**config.mk**
```make
export PLATFORM = sky130hd
export DESIGN_NAME = rs_cluster
export DESIGN_NICKNAME = d
export VERILOG_FILES = /design/src/rtl/rs_pkg.sv /design/src/rtl/rs_pick.sv /design/src/rtl/rs_station.sv /design/src/rtl/rs_regstat.sv /design/src/rtl/rs_cluster.sv
export SDC_FILE = /design/constraint.sdc
export NUM_CORES = 2
export LEC_CHECK = 0
export BUFFER_PORTS_ARGS = -buffer_cell sky130_fd_sc_hd__buf_2
export CORE_MARGIN = 2
export CORE_UTILIZATION = 35
export DETAILED_ROUTE_END_ITERATION = 8
export MAX_ROUTING_LAYER = met4
export PLACE_DENSITY = 0.51
export SETUP_SLACK_MARGIN = 0.2
export SLEW_MARGIN = 20
export SYNTH_ARGS = -nofsm -noshare
export SYNTH_HDL_FRONTEND = slang
export SYNTH_SLANG_ARGS = --single-unit
export TNS_END_PERCENT = 5
```
**constraint.sdc**
```tcl
create_clock -name clk -period 7.8 [get_ports clk]
set_input_delay 0.39 -clock clk [delete_from_list [all_inputs] [get_ports clk]]
set_output_delay 0.39 -clock clk [all_outputs]
set_load 0.02 [all_outputs]
```
**src/rtl/rs_pkg.sv**
```systemverilog
package rs_pkg;

    typedef enum logic [1:0] {
        ST_IDLE,
        ST_WAIT,
        ST_READY,
        ST_EXEC
    } rs_state_e;

endpackage

```
**src/rtl/rs_pick.sv**
```systemverilog
module rs_pick #(
    parameter int N  = 3,
    parameter int IW = 2
) (
    input  logic [N-1:0]  req,
    output logic [N-1:0]  gnt,
    output logic [IW-1:0] idx,
    output logic          any
);

    always_comb begin
        gnt = '0;
        idx = '0;
        any = 1'b0;
        for (int i = 0; i < N; i++) begin
            if (req[i] && !any) begin
                gnt[i] = 1'b1;
                idx    = IW'(i);
                any    = 1'b1;
            end
        end
    end

endmodule

```
**src/rtl/rs_station.sv**
```systemverilog
module rs_station
    import rs_pkg::*;
#(
    parameter int DATA_W = 64,
    parameter int TAG_W  = 4,
    parameter int OP_W   = 4,
    parameter int IMM_W  = 16,
    parameter int MY_TAG = 1
) (
    input  logic              clk,
    input  logic              rst_n,
    input  logic              load,
    input  logic [OP_W-1:0]   ld_op,
    input  logic [DATA_W-1:0] ld_vj,
    input  logic [DATA_W-1:0] ld_vk,
    input  logic [TAG_W-1:0]  ld_qj,
    input  logic [TAG_W-1:0]  ld_qk,
    input  logic [IMM_W-1:0]  ld_imm,
    input  logic              bc_valid,
    input  logic [TAG_W-1:0]  bc_tag,
    input  logic [DATA_W-1:0] bc_data,
    input  logic              grant,
    output logic              is_free,
    output logic              is_ready,
    output logic [OP_W-1:0]   out_op,
    output logic [DATA_W-1:0] out_vj,
    output logic [DATA_W-1:0] out_vk,
    output logic [IMM_W-1:0]  out_imm
);

    localparam logic [TAG_W-1:0] SELF = TAG_W'(MY_TAG);

    rs_state_e         state_q, state_d;
    logic [OP_W-1:0]   op_q;
    logic [DATA_W-1:0] vj_q, vk_q;
    logic [TAG_W-1:0]  qj_q, qk_q;
    logic [IMM_W-1:0]  imm_q;

    logic snoop_j, snoop_k, opj_ok, opk_ok, own_result;

    assign snoop_j    = bc_valid && (bc_tag != '0) && (qj_q == bc_tag);
    assign snoop_k    = bc_valid && (bc_tag != '0) && (qk_q == bc_tag);
    assign opj_ok     = (qj_q == '0) || snoop_j;
    assign opk_ok     = (qk_q == '0) || snoop_k;
    assign own_result = bc_valid && (bc_tag == SELF);

    // state register
    always_ff @(posedge clk) begin
        if (!rst_n) state_q <= ST_IDLE;
        else        state_q <= state_d;
    end

    // transitions: load, wakeup, grant, release
    always_comb begin
        state_d = state_q;
        unique case (state_q)
            ST_IDLE:  if (load)
                          state_d = ((ld_qj == '0) && (ld_qk == '0)) ? ST_READY : ST_WAIT;
            ST_WAIT:  if (opj_ok && opk_ok) state_d = ST_READY;
            ST_READY: if (grant)            state_d = ST_EXEC;
            ST_EXEC:  if (own_result)       state_d = ST_IDLE;
        endcase
    end

    // operand and instruction fields
    always_ff @(posedge clk) begin
        if (!rst_n) begin
            op_q  <= '0;
            vj_q  <= '0;
            vk_q  <= '0;
            qj_q  <= '0;
            qk_q  <= '0;
            imm_q <= '0;
        end else if (load) begin
            op_q  <= ld_op;
            vj_q  <= ld_vj;
            vk_q  <= ld_vk;
            qj_q  <= ld_qj;
            qk_q  <= ld_qk;
            imm_q <= ld_imm;
        end else begin
            if (snoop_j) begin
                vj_q <= bc_data;
                qj_q <= '0;
            end
            if (snoop_k) begin
                vk_q <= bc_data;
                qk_q <= '0;
            end
        end
    end

    // outputs
    always_comb begin
        is_free  = (state_q == ST_IDLE);
        is_ready = (state_q == ST_READY);
        out_op   = op_q;
        out_vj   = vj_q;
        out_vk   = vk_q;
        out_imm  = imm_q;
    end

    // a station waiting for dispatch holds no producer tag
    p_ready_has_ops_r7: assert property (@(posedge clk) disable iff (!rst_n)
        (state_q == ST_READY) |-> ((qj_q == '0) && (qk_q == '0)));

    // the dispatch picker grants only stations that are ready
    p_grant_ready_r7: assert property (@(posedge clk) disable iff (!rst_n)
        grant |-> (state_q == ST_READY));

    // the allocator loads only free stations
    p_load_free_r2: assert property (@(posedge clk) disable iff (!rst_n)
        load |-> (state_q == ST_IDLE));

endmodule

```
**src/rtl/rs_regstat.sv**
```systemverilog
module rs_regstat #(
    parameter int DATA_W = 64,
    parameter int TAG_W  = 4,
    parameter int N_REG  = 8,
    parameter int RAW    = 3
) (
    input  logic              clk,
    input  logic              rst_n,
    input  logic              set_en,
    input  logic [RAW-1:0]    set_reg,
    input  logic [TAG_W-1:0]  set_tag,
    input  logic              bc_valid,
    input  logic [TAG_W-1:0]  bc_tag,
    input  logic [DATA_W-1:0] bc_data,
    input  logic [RAW-1:0]    rdj_addr,
    input  logic [RAW-1:0]    rdk_addr,
    input  logic [RAW-1:0]    rdx_addr,
    output logic [DATA_W-1:0] rdj_val,
    output logic [TAG_W-1:0]  rdj_tag,
    output logic [DATA_W-1:0] rdk_val,
    output logic [TAG_W-1:0]  rdk_tag,
    output logic [DATA_W-1:0] rdx_val,
    output logic [TAG_W-1:0]  rdx_tag
);

    logic [DATA_W-1:0] val_q  [N_REG];
    logic [TAG_W-1:0]  stat_q [N_REG];

    always_ff @(posedge clk) begin
        for (int r = 0; r < N_REG; r++) begin
            if (!rst_n) begin
                val_q[r]  <= '0;
                stat_q[r] <= '0;
            end else if (set_en && (set_reg == RAW'(r))) begin
                stat_q[r] <= set_tag;
            end else if (bc_valid && (bc_tag != '0) && (stat_q[r] == bc_tag)) begin
                val_q[r]  <= bc_data;
                stat_q[r] <= '0;
            end
        end
    end

    always_comb begin
        rdj_val = val_q[rdj_addr];
        rdj_tag = stat_q[rdj_addr];
        rdk_val = val_q[rdk_addr];
        rdk_tag = stat_q[rdk_addr];
        rdx_val = val_q[rdx_addr];
        rdx_tag = stat_q[rdx_addr];
    end

    for (genvar r = 0; r < N_REG; r++) begin : g_chk
        // a matching broadcast writes the value and clears the status
        p_clear_on_bcast_r10: assert property (@(posedge clk) disable iff (!rst_n)
            (bc_valid && (bc_tag != '0) && (stat_q[r] == bc_tag) &&
             !(set_en && (set_reg == RAW'(r))))
            |=> ((stat_q[r] == '0) && (val_q[r] == $past(bc_data))));

        // an issue to the register overrides a same-cycle clear
        p_issue_wins_r11: assert property (@(posedge clk) disable iff (!rst_n)
            (set_en && (set_reg == RAW'(r)))
            |=> ((stat_q[r] == $past(set_tag)) && $stable(val_q[r])));
    end

endmodule

```
**src/rtl/rs_cluster.sv**
```systemverilog
module rs_cluster #(
    parameter int DATA_W = 64,
    parameter int TAG_W  = 4,
    parameter int OP_W   = 4,
    parameter int IMM_W  = 16,
    parameter int N_ADD  = 3,
    parameter int N_MUL  = 2,
    parameter int N_REG  = 8
) (
    input  logic                      clk,
    input  logic                      rst_n,
    input  logic                      iss_valid,
    input  logic                      iss_unit,
    input  logic [OP_W-1:0]           iss_op,
    input  logic [$clog2(N_REG)-1:0]  iss_dst,
    input  logic [$clog2(N_REG)-1:0]  iss_srcj,
    input  logic [$clog2(N_REG)-1:0]  iss_srck,
    input  logic [IMM_W-1:0]          iss_imm,
    output logic                      iss_ready,
    input  logic                      bc_valid,
    input  logic [TAG_W-1:0]          bc_tag,
    input  logic [DATA_W-1:0]         bc_data,
    output logic                      add_go,
    output logic [TAG_W-1:0]          add_tag,
    output logic [OP_W-1:0]           add_op,
    output logic [DATA_W-1:0]         add_a,
    output logic [DATA_W-1:0]         add_b,
    output logic [IMM_W-1:0]          add_imm,
    output logic                      mul_go,
    output logic [TAG_W-1:0]          mul_tag,
    output logic [OP_W-1:0]           mul_op,
    output logic [DATA_W-1:0]         mul_a,
    output logic [DATA_W-1:0]         mul_b,
    output logic [IMM_W-1:0]          mul_imm,
    input  logic [$clog2(N_REG)-1:0]  peek_reg,
    output logic [DATA_W-1:0]         peek_val,
    output logic [TAG_W-1:0]          peek_tag
);

    localparam int N_RS = N_ADD + N_MUL;
    localparam int RAW  = $clog2(N_REG);
    localparam int AIW  = (N_ADD > 1) ? $clog2(N_ADD) : 1;
    localparam int MIW  = (N_MUL > 1) ? $clog2(N_MUL) : 1;

    logic [N_RS-1:0]   st_free, st_ready, st_load, disp_gnt;
    logic [OP_W-1:0]   st_op  [N_RS];
    logic [DATA_W-1:0] st_vj  [N_RS];
    logic [DATA_W-1:0] st_vk  [N_RS];
    logic [IMM_W-1:0]  st_imm [N_RS];

    // ---------------- allocation ----------------
    logic [N_ADD-1:0] alloc_add_gnt;
    logic [N_MUL-1:0] alloc_mul_gnt;
    logic [AIW-1:0]   alloc_add_idx;
    logic [MIW-1:0]   alloc_mul_idx;
    logic             add_has_free, mul_has_free, iss_fire;
    logic [TAG_W-1:0] alloc_tag;

    rs_pick #(.N(N_ADD), .IW(AIW)) u_alloc_add (
        .req(st_free[N_ADD-1:0]), .gnt(alloc_add_gnt),
        .idx(alloc_add_idx), .any(add_has_free)
    );

    rs_pick #(.N(N_MUL), .IW(MIW)) u_alloc_mul (
        .req(st_free[N_RS-1:N_ADD]), .gnt(alloc_mul_gnt),
        .idx(alloc_mul_idx), .any(mul_has_free)
    );

    always_comb begin
        iss_ready = iss_unit ? mul_has_free : add_has_free;
        iss_fire  = iss_valid && iss_ready;
        alloc_tag = iss_unit ? (TAG_W'(N_ADD + 1) + TAG_W'(alloc_mul_idx))
                             : (TAG_W'(1) + TAG_W'(alloc_add_idx));
        st_load   = '0;
        if (iss_fire) begin
            if (iss_unit) st_load[N_RS-1:N_ADD] = alloc_mul_gnt;
            else          st_load[N_ADD-1:0]    = alloc_add_gnt;
        end
    end

    // ---------------- register status and operand capture ----------------
    logic [DATA_W-1:0] rj_val, rk_val;
    logic [TAG_W-1:0]  rj_tag, rk_tag;
    logic [DATA_W-1:0] cap_vj, cap_vk;
    logic [TAG_W-1:0]  cap_qj, cap_qk;

    rs_regstat #(.DATA_W(DATA_W), .TAG_W(TAG_W), .N_REG(N_REG), .RAW(RAW)) u_regstat (
        .clk(clk), .rst_n(rst_n),
        .set_en(iss_fire), .set_reg(iss_dst), .set_tag(alloc_tag),
        .bc_valid(bc_valid), .bc_tag(bc_tag), .bc_data(bc_data),
        .rdj_addr(iss_srcj), .rdk_addr(iss_srck), .rdx_addr(peek_reg),
        .rdj_val(rj_val), .rdj_tag(rj_tag),
        .rdk_val(rk_val), .rdk_tag(rk_tag),
        .rdx_val(peek_val), .rdx_tag(peek_tag)
    );

    always_comb begin
        if (rj_tag == '0) begin
            cap_vj = rj_val;  cap_qj = '0;
        end else if (bc_valid && (bc_tag == rj_tag)) begin
            cap_vj = bc_data; cap_qj = '0;
        end else begin
            cap_vj = '0;      cap_qj = rj_tag;
        end
        if (rk_tag == '0) begin
            cap_vk = rk_val;  cap_qk = '0;
        end else if (bc_valid && (bc_tag == rk_tag)) begin
            cap_vk = bc_data; cap_qk = '0;
        end else begin
            cap_vk = '0;      cap_qk = rk_tag;
        end
    end

    // ---------------- stations ----------------
    for (genvar s = 0; s < N_RS; s++) begin : g_st
        rs_station #(
            .DATA_W(DATA_W), .TAG_W(TAG_W), .OP_W(OP_W),
            .IMM_W(IMM_W), .MY_TAG(s + 1)
        ) u_st (
            .clk(clk), .rst_n(rst_n),
            .load(st_load[s]),
            .ld_op(iss_op), .ld_vj(cap_vj), .ld_vk(cap_vk),
            .ld_qj(cap_qj), .ld_qk(cap_qk), .ld_imm(iss_imm),
            .bc_valid(bc_valid), .bc_tag(bc_tag), .bc_data(bc_data),
            .grant(disp_gnt[s]),
            .is_free(st_free[s]), .is_ready(st_ready[s]),
            .out_op(st_op[s]), .out_vj(st_vj[s]),
            .out_vk(st_vk[s]), .out_imm(st_imm[s])
        );
    end

    // ---------------- dispatch ----------------
    logic [N_ADD-1:0] d_add_gnt;
    logic [N_MUL-1:0] d_mul_gnt;
    logic [AIW-1:0]   d_add_idx;
    logic [MIW-1:0]   d_mul_idx;

    rs_pick #(.N(N_ADD), .IW(AIW)) u_disp_add (
        .req(st_ready[N_ADD-1:0]), .gnt(d_add_gnt),
        .idx(d_add_idx), .any(add_go)
    );

    rs_pick #(.N(N_MUL), .IW(MIW)) u_disp_mul (
        .req(st_ready[N_RS-1:N_ADD]), .gnt(d_mul_gnt),
        .idx(d_mul_idx), .any(mul_go)
    );

    assign disp_gnt = {d_mul_gnt, d_add_gnt};

    always_comb begin
        add_tag = TAG_W'(1) + TAG_W'(d_add_idx);
        add_op  = '0; add_a = '0; add_b = '0; add_imm = '0;
        for (int i = 0; i < N_ADD; i++) begin
            if (d_add_gnt[i]) begin
                add_op  = st_op[i];
                add_a   = st_vj[i];
                add_b   = st_vk[i];
                add_imm = st_imm[i];
            end
        end
        mul_tag = TAG_W'(N_ADD + 1) + TAG_W'(d_mul_idx);
        mul_op  = '0; mul_a = '0; mul_b = '0; mul_imm = '0;
        for (int i = 0; i < N_MUL; i++) begin
            if (d_mul_gnt[i]) begin
                mul_op  = st_op[N_ADD + i];
                mul_a   = st_vj[N_ADD + i];
                mul_b   = st_vk[N_ADD + i];
                mul_imm = st_imm[N_ADD + i];
            end
        end
    end

    // at most one station per unit leaves in a cycle
    p_one_add_dispatch_r8: assert property (@(posedge clk) disable iff (!rst_n)
        $onehot0(disp_gnt[N_ADD-1:0]));
    p_one_mul_dispatch_r8: assert property (@(posedge clk) disable iff (!rst_n)
        $onehot0(disp_gnt[N_RS-1:N_ADD]));

    // an accepted issue always names a real producer
    p_issue_tag_nonzero_r3: assert property (@(posedge clk) disable iff (!rst_n)
        iss_fire |-> (alloc_tag != '0));

endmodule

```
==> impl_results.md <==
- FMAX: approximately 240 MHz
- CTS Buffer Depth: 3
- Clock net sink count: approximately 1300
- Worst hold slack across all endpoints: ~0.078 ns
- Power density over the cells: between 200 and 250 nW/um2
- Area of the core: approximately 210000 um2
- Global-route wire length before repair: about 440000 um
- Finished Core Util: 0.395
- Grt total ovfl: 0
- Number of global-route vias before repair: between 60000 and 70000
- Max-capacitance violation count: 0
- Largest net degree at the start of global routing: between 150 and 200
- Maximum fanout count along the critical path: just over 40
- Leakage power: ~0.038 uW
- Final Slew Violations: 0
- Required time of the critical path: 7.41 ns
- Post-synthesis sequential element count: 1316
- Via Count: roughly 64000
- Total of endpoints with negative setup slack in the final report: 0
- TritonCTS Buffers: 160
- Peak per-stage delay on the critical path: roughly 0.94 ns
- Die width: around 470 um
- Cells taking the most area after synthesis: edfxtp_1, dfxtp_1, mux4_2
- Worst hold path type: input port to flip-flop
- Post-layout min period: approximately 4.2 ns
- Number of hold buffers added after CTS: 21
- Complex-gate fraction of the synthesized area: 0.158
- Post-route ant nets: 0
- Post-synthesis cell area: between 70000 and 80000 um2
- IO Port Bufs: 473
- Worst supply voltage drop on vdd: ~0.24 mV
- Post-synthesis xor/xnor area fraction: 0.00683
- Number of primary I/O pins: 480
- Number of distinct library cells after synthesis: 57
- DRC marker count from the first detailed-route iteration: between 7000 and 8000
- Synthesized-area fraction occupied by adder cells: 0.00331
- Cell count after synthesis: 8028
- Simple logic cell fraction of the synthesized area: 0.214
- Sum Neg Setup Slack: 0 ns
- Cell Rows: between 150 and 200
- Drt wl/cell: 27.9 um
- Area added between synthesis and finish: 12.1%
- Mux share of post-synthesis cell area: 0.149
- Antenna violations before repair: 36
- Worst-path cell with the longest stage delay: o21ai_0
- Chain of cells forming the critical path: inv_1 -> ha_4 -> buf_4 -> a21oi_1 -> o21ai_0 -> buf_2
- Main flop type after synthesis: dfxtp_1
- Total iterations of the first detailed-routing run: 6
- Worst-margin pin slew: ~1.2 ns
- Clock transition at the registers of the reported paths: about 0.06 ns
- Most instantiated library cell after synthesis: nand2_1
- Die outline height: between 400 and 500 um
- Proportion of netlist area held by the largest area contributor: 0.213
- Final hold viol count: 0
- Setup repair after global routing missed its margin: no
- Cell type contributing the most total cell area after synthesis: edfxtp_1
- TritonCTS clock tree: yes
- Outcome: complete, no violations
- Share of final-layout standard cells stronger than drive strength 1: 0.184
- Most used standard cells in the synthesized netlist: nand2_1, clkbuf_1, dfxtp_1
- Period utilization: 0.539
- Main combinational cell family by area after synthesis: simple AND/OR/NAND/NOR gates
- Average instance area after synthesis: around 9.4 um2
- Routability congestion estimate: 0.838
- Root buffer cell: clkbuf_16
- Total global routing track utilization: 0.277
- Fraction of the yosys area taken by sequential cells: 0.419
- Maximum level of the CTS H-tree: 4
- Capturing element type of the critical path: output pin
- Floorplan die area: around 220000 um2
- Final Net Count: approximately 8000
- Relative slew slack: 0.195
- Count of cells resized by post-cts repair: 0
- Post-CTS setup buffer count: 0
- Insertion delay to the later sink of the worst-skew pair: between 0.8 and 0.9 ns
- Path type of the worst setup path: flip-flop to output pin
- Startpoint type of the worst setup path: flip-flop
- Yosys Warn Count: 0
- Number of vias per cell after detailed routing: approximately 5.9
- Count of unresolved DRC violations after routing: 0
- Slack of the worst reg-to-reg path: between 3 and 4 ns
- Proportion of synthesized flip-flops having asynchronous set or reset: 0
- Clock skew: ~0.036 ns
- EDFF count, synth: roughly 540
- Estimated wirelength of the detail-placed design: around 180000 um
- Layout filler cell count: about 21000
- Data arrival time at the worst-slack endpoint: roughly 3.8 ns
- Starting utilization of the core area: 0.352
- Sum of routed wire length over all layers: about 300000 um
==> registers in the layout, summed over array words and instances, names as in the netlist <==
name	count
g_st.u_st.out_vk	320
u_regstat.stat_q	24
u_regstat.val_q	512
g_st.u_st.qk_q	15
g_st.u_st.state_q	10
g_st.u_st.qj_q	15
g_st.u_st.out_imm	80
g_st.u_st.out_vj	320
g_st.u_st.out_op	20
==> final timing paths <==
check                                                            from                                     to  cells after the start
worst max register to register   g_st[2].u_st.state_q[1]$_SDFFE_PN0P_   u_regstat.val_q[3][59]$_SDFFCE_PN0P_                     10
worst min-delay path                                       iss_dst[1]   u_regstat.stat_q[1][2]$_SDFFCE_PP0P_                      2
worst max-delay path             g_st[1].u_st.state_q[0]$_SDFFE_PN0P_                              add_b[63]                      6
worst min register to register  g_st[1].u_st.out_imm[15]$_SDFFE_PN0N_  g_st[1].u_st.out_imm[15]$_SDFFE_PN0N_                      2
==> stage by stage <==
step | setup WS (ns) | instance area (um2) | total power (uW) | instances
final | 3.60 | 84800 | 19700 | 10900
after global routing | 3.39 | 84800 | 20500 | 10900
after CTS | 3.54 | 84700 | 19800 | 10900
after detailed placement | 3.33 | 79500 | 12500 | 10600
after global placement | 3.42 | 79500 | 12400 | 10600
after floorplan | 0.608 | 75600 | 11100 | 8032
==> placed cells by master, fill, tap and decap left out, drive strengths merged, types with 64 or more instances in the layout <==
master	instances
o2bb2ai	64
and3	198
mux2i	150
dfxtp	780
a21oi	262
mux4	398
nor2	290
edfxtp	536
buf	594
nand3	688
o211a	640
a31o	66
o21ai	304
clkbuf	245
nand2	2106
mux2	73
and2	327
==> final cells by class <==
| type | instances | area, um2 | area share |
|---|---|---|---|
| well taps | 2838 | 3550 | 0.0419 |
| diodes | 26 | 65.1 | 0.000767 |
| multi-input cells | 5787 | 40600 | 0.479 |
| repair buffers | 615 | 3780 | 0.0445 |
| clock inverters | 49 | 299 | 0.00353 |
| clock buffers | 245 | 4700 | 0.0555 |
| flip-flops and latches | 1316 | 31700 | 0.374 |
| inverters | 16 | 62.6 | 0.000738 |
==> worst max-delay path, delay by kind of cell (launching register included) <==
| kind | cells | cell delay [ns] |
|---|---|---|
| fa+ha+maj | 1 | 0.50 |
| compound gates | 2 | 1.08 |
| flops | 1 | 0.34 |
| buf+inv | 3 | 1.03 |
==> cell families after synthesis <==
family | count (synthesis)
xor gates and xnor gates | 59
buffers and inverters | 929
DFF | 1316
adders and majority gates | 20
AOI/OAI and AO/OA | 1394
muxes | 621
and+or+nand+nor | 3687
other | 2
==> per-layer routing <==
| metal | wire length, um | global-route usage | vias up | part of all wire |
|---|---|---|---|---|
| li1 | - | - | 28300 | - |
| met1 | 127000 | 0.361 | 32200 | 0.42 |
| met2 | 143000 | 0.437 | 2816 | 0.47 |
| met3 | 22100 | 0.0389 | 547 | 0.073 |
| met4 | 11900 | 0.106 | 0 | 0.039 |
| met5 | 0 | - | - | 0 |
==> report_power, final <==
part | switching (uW) | total [uW] | internal (uW)
registers | 362 | 8200 | 7840
logic | 2720 | 4180 | 1460
clock network | 3160 | 7340 | 4180
No activity file was read; power rests on OpenSTA's default activity.
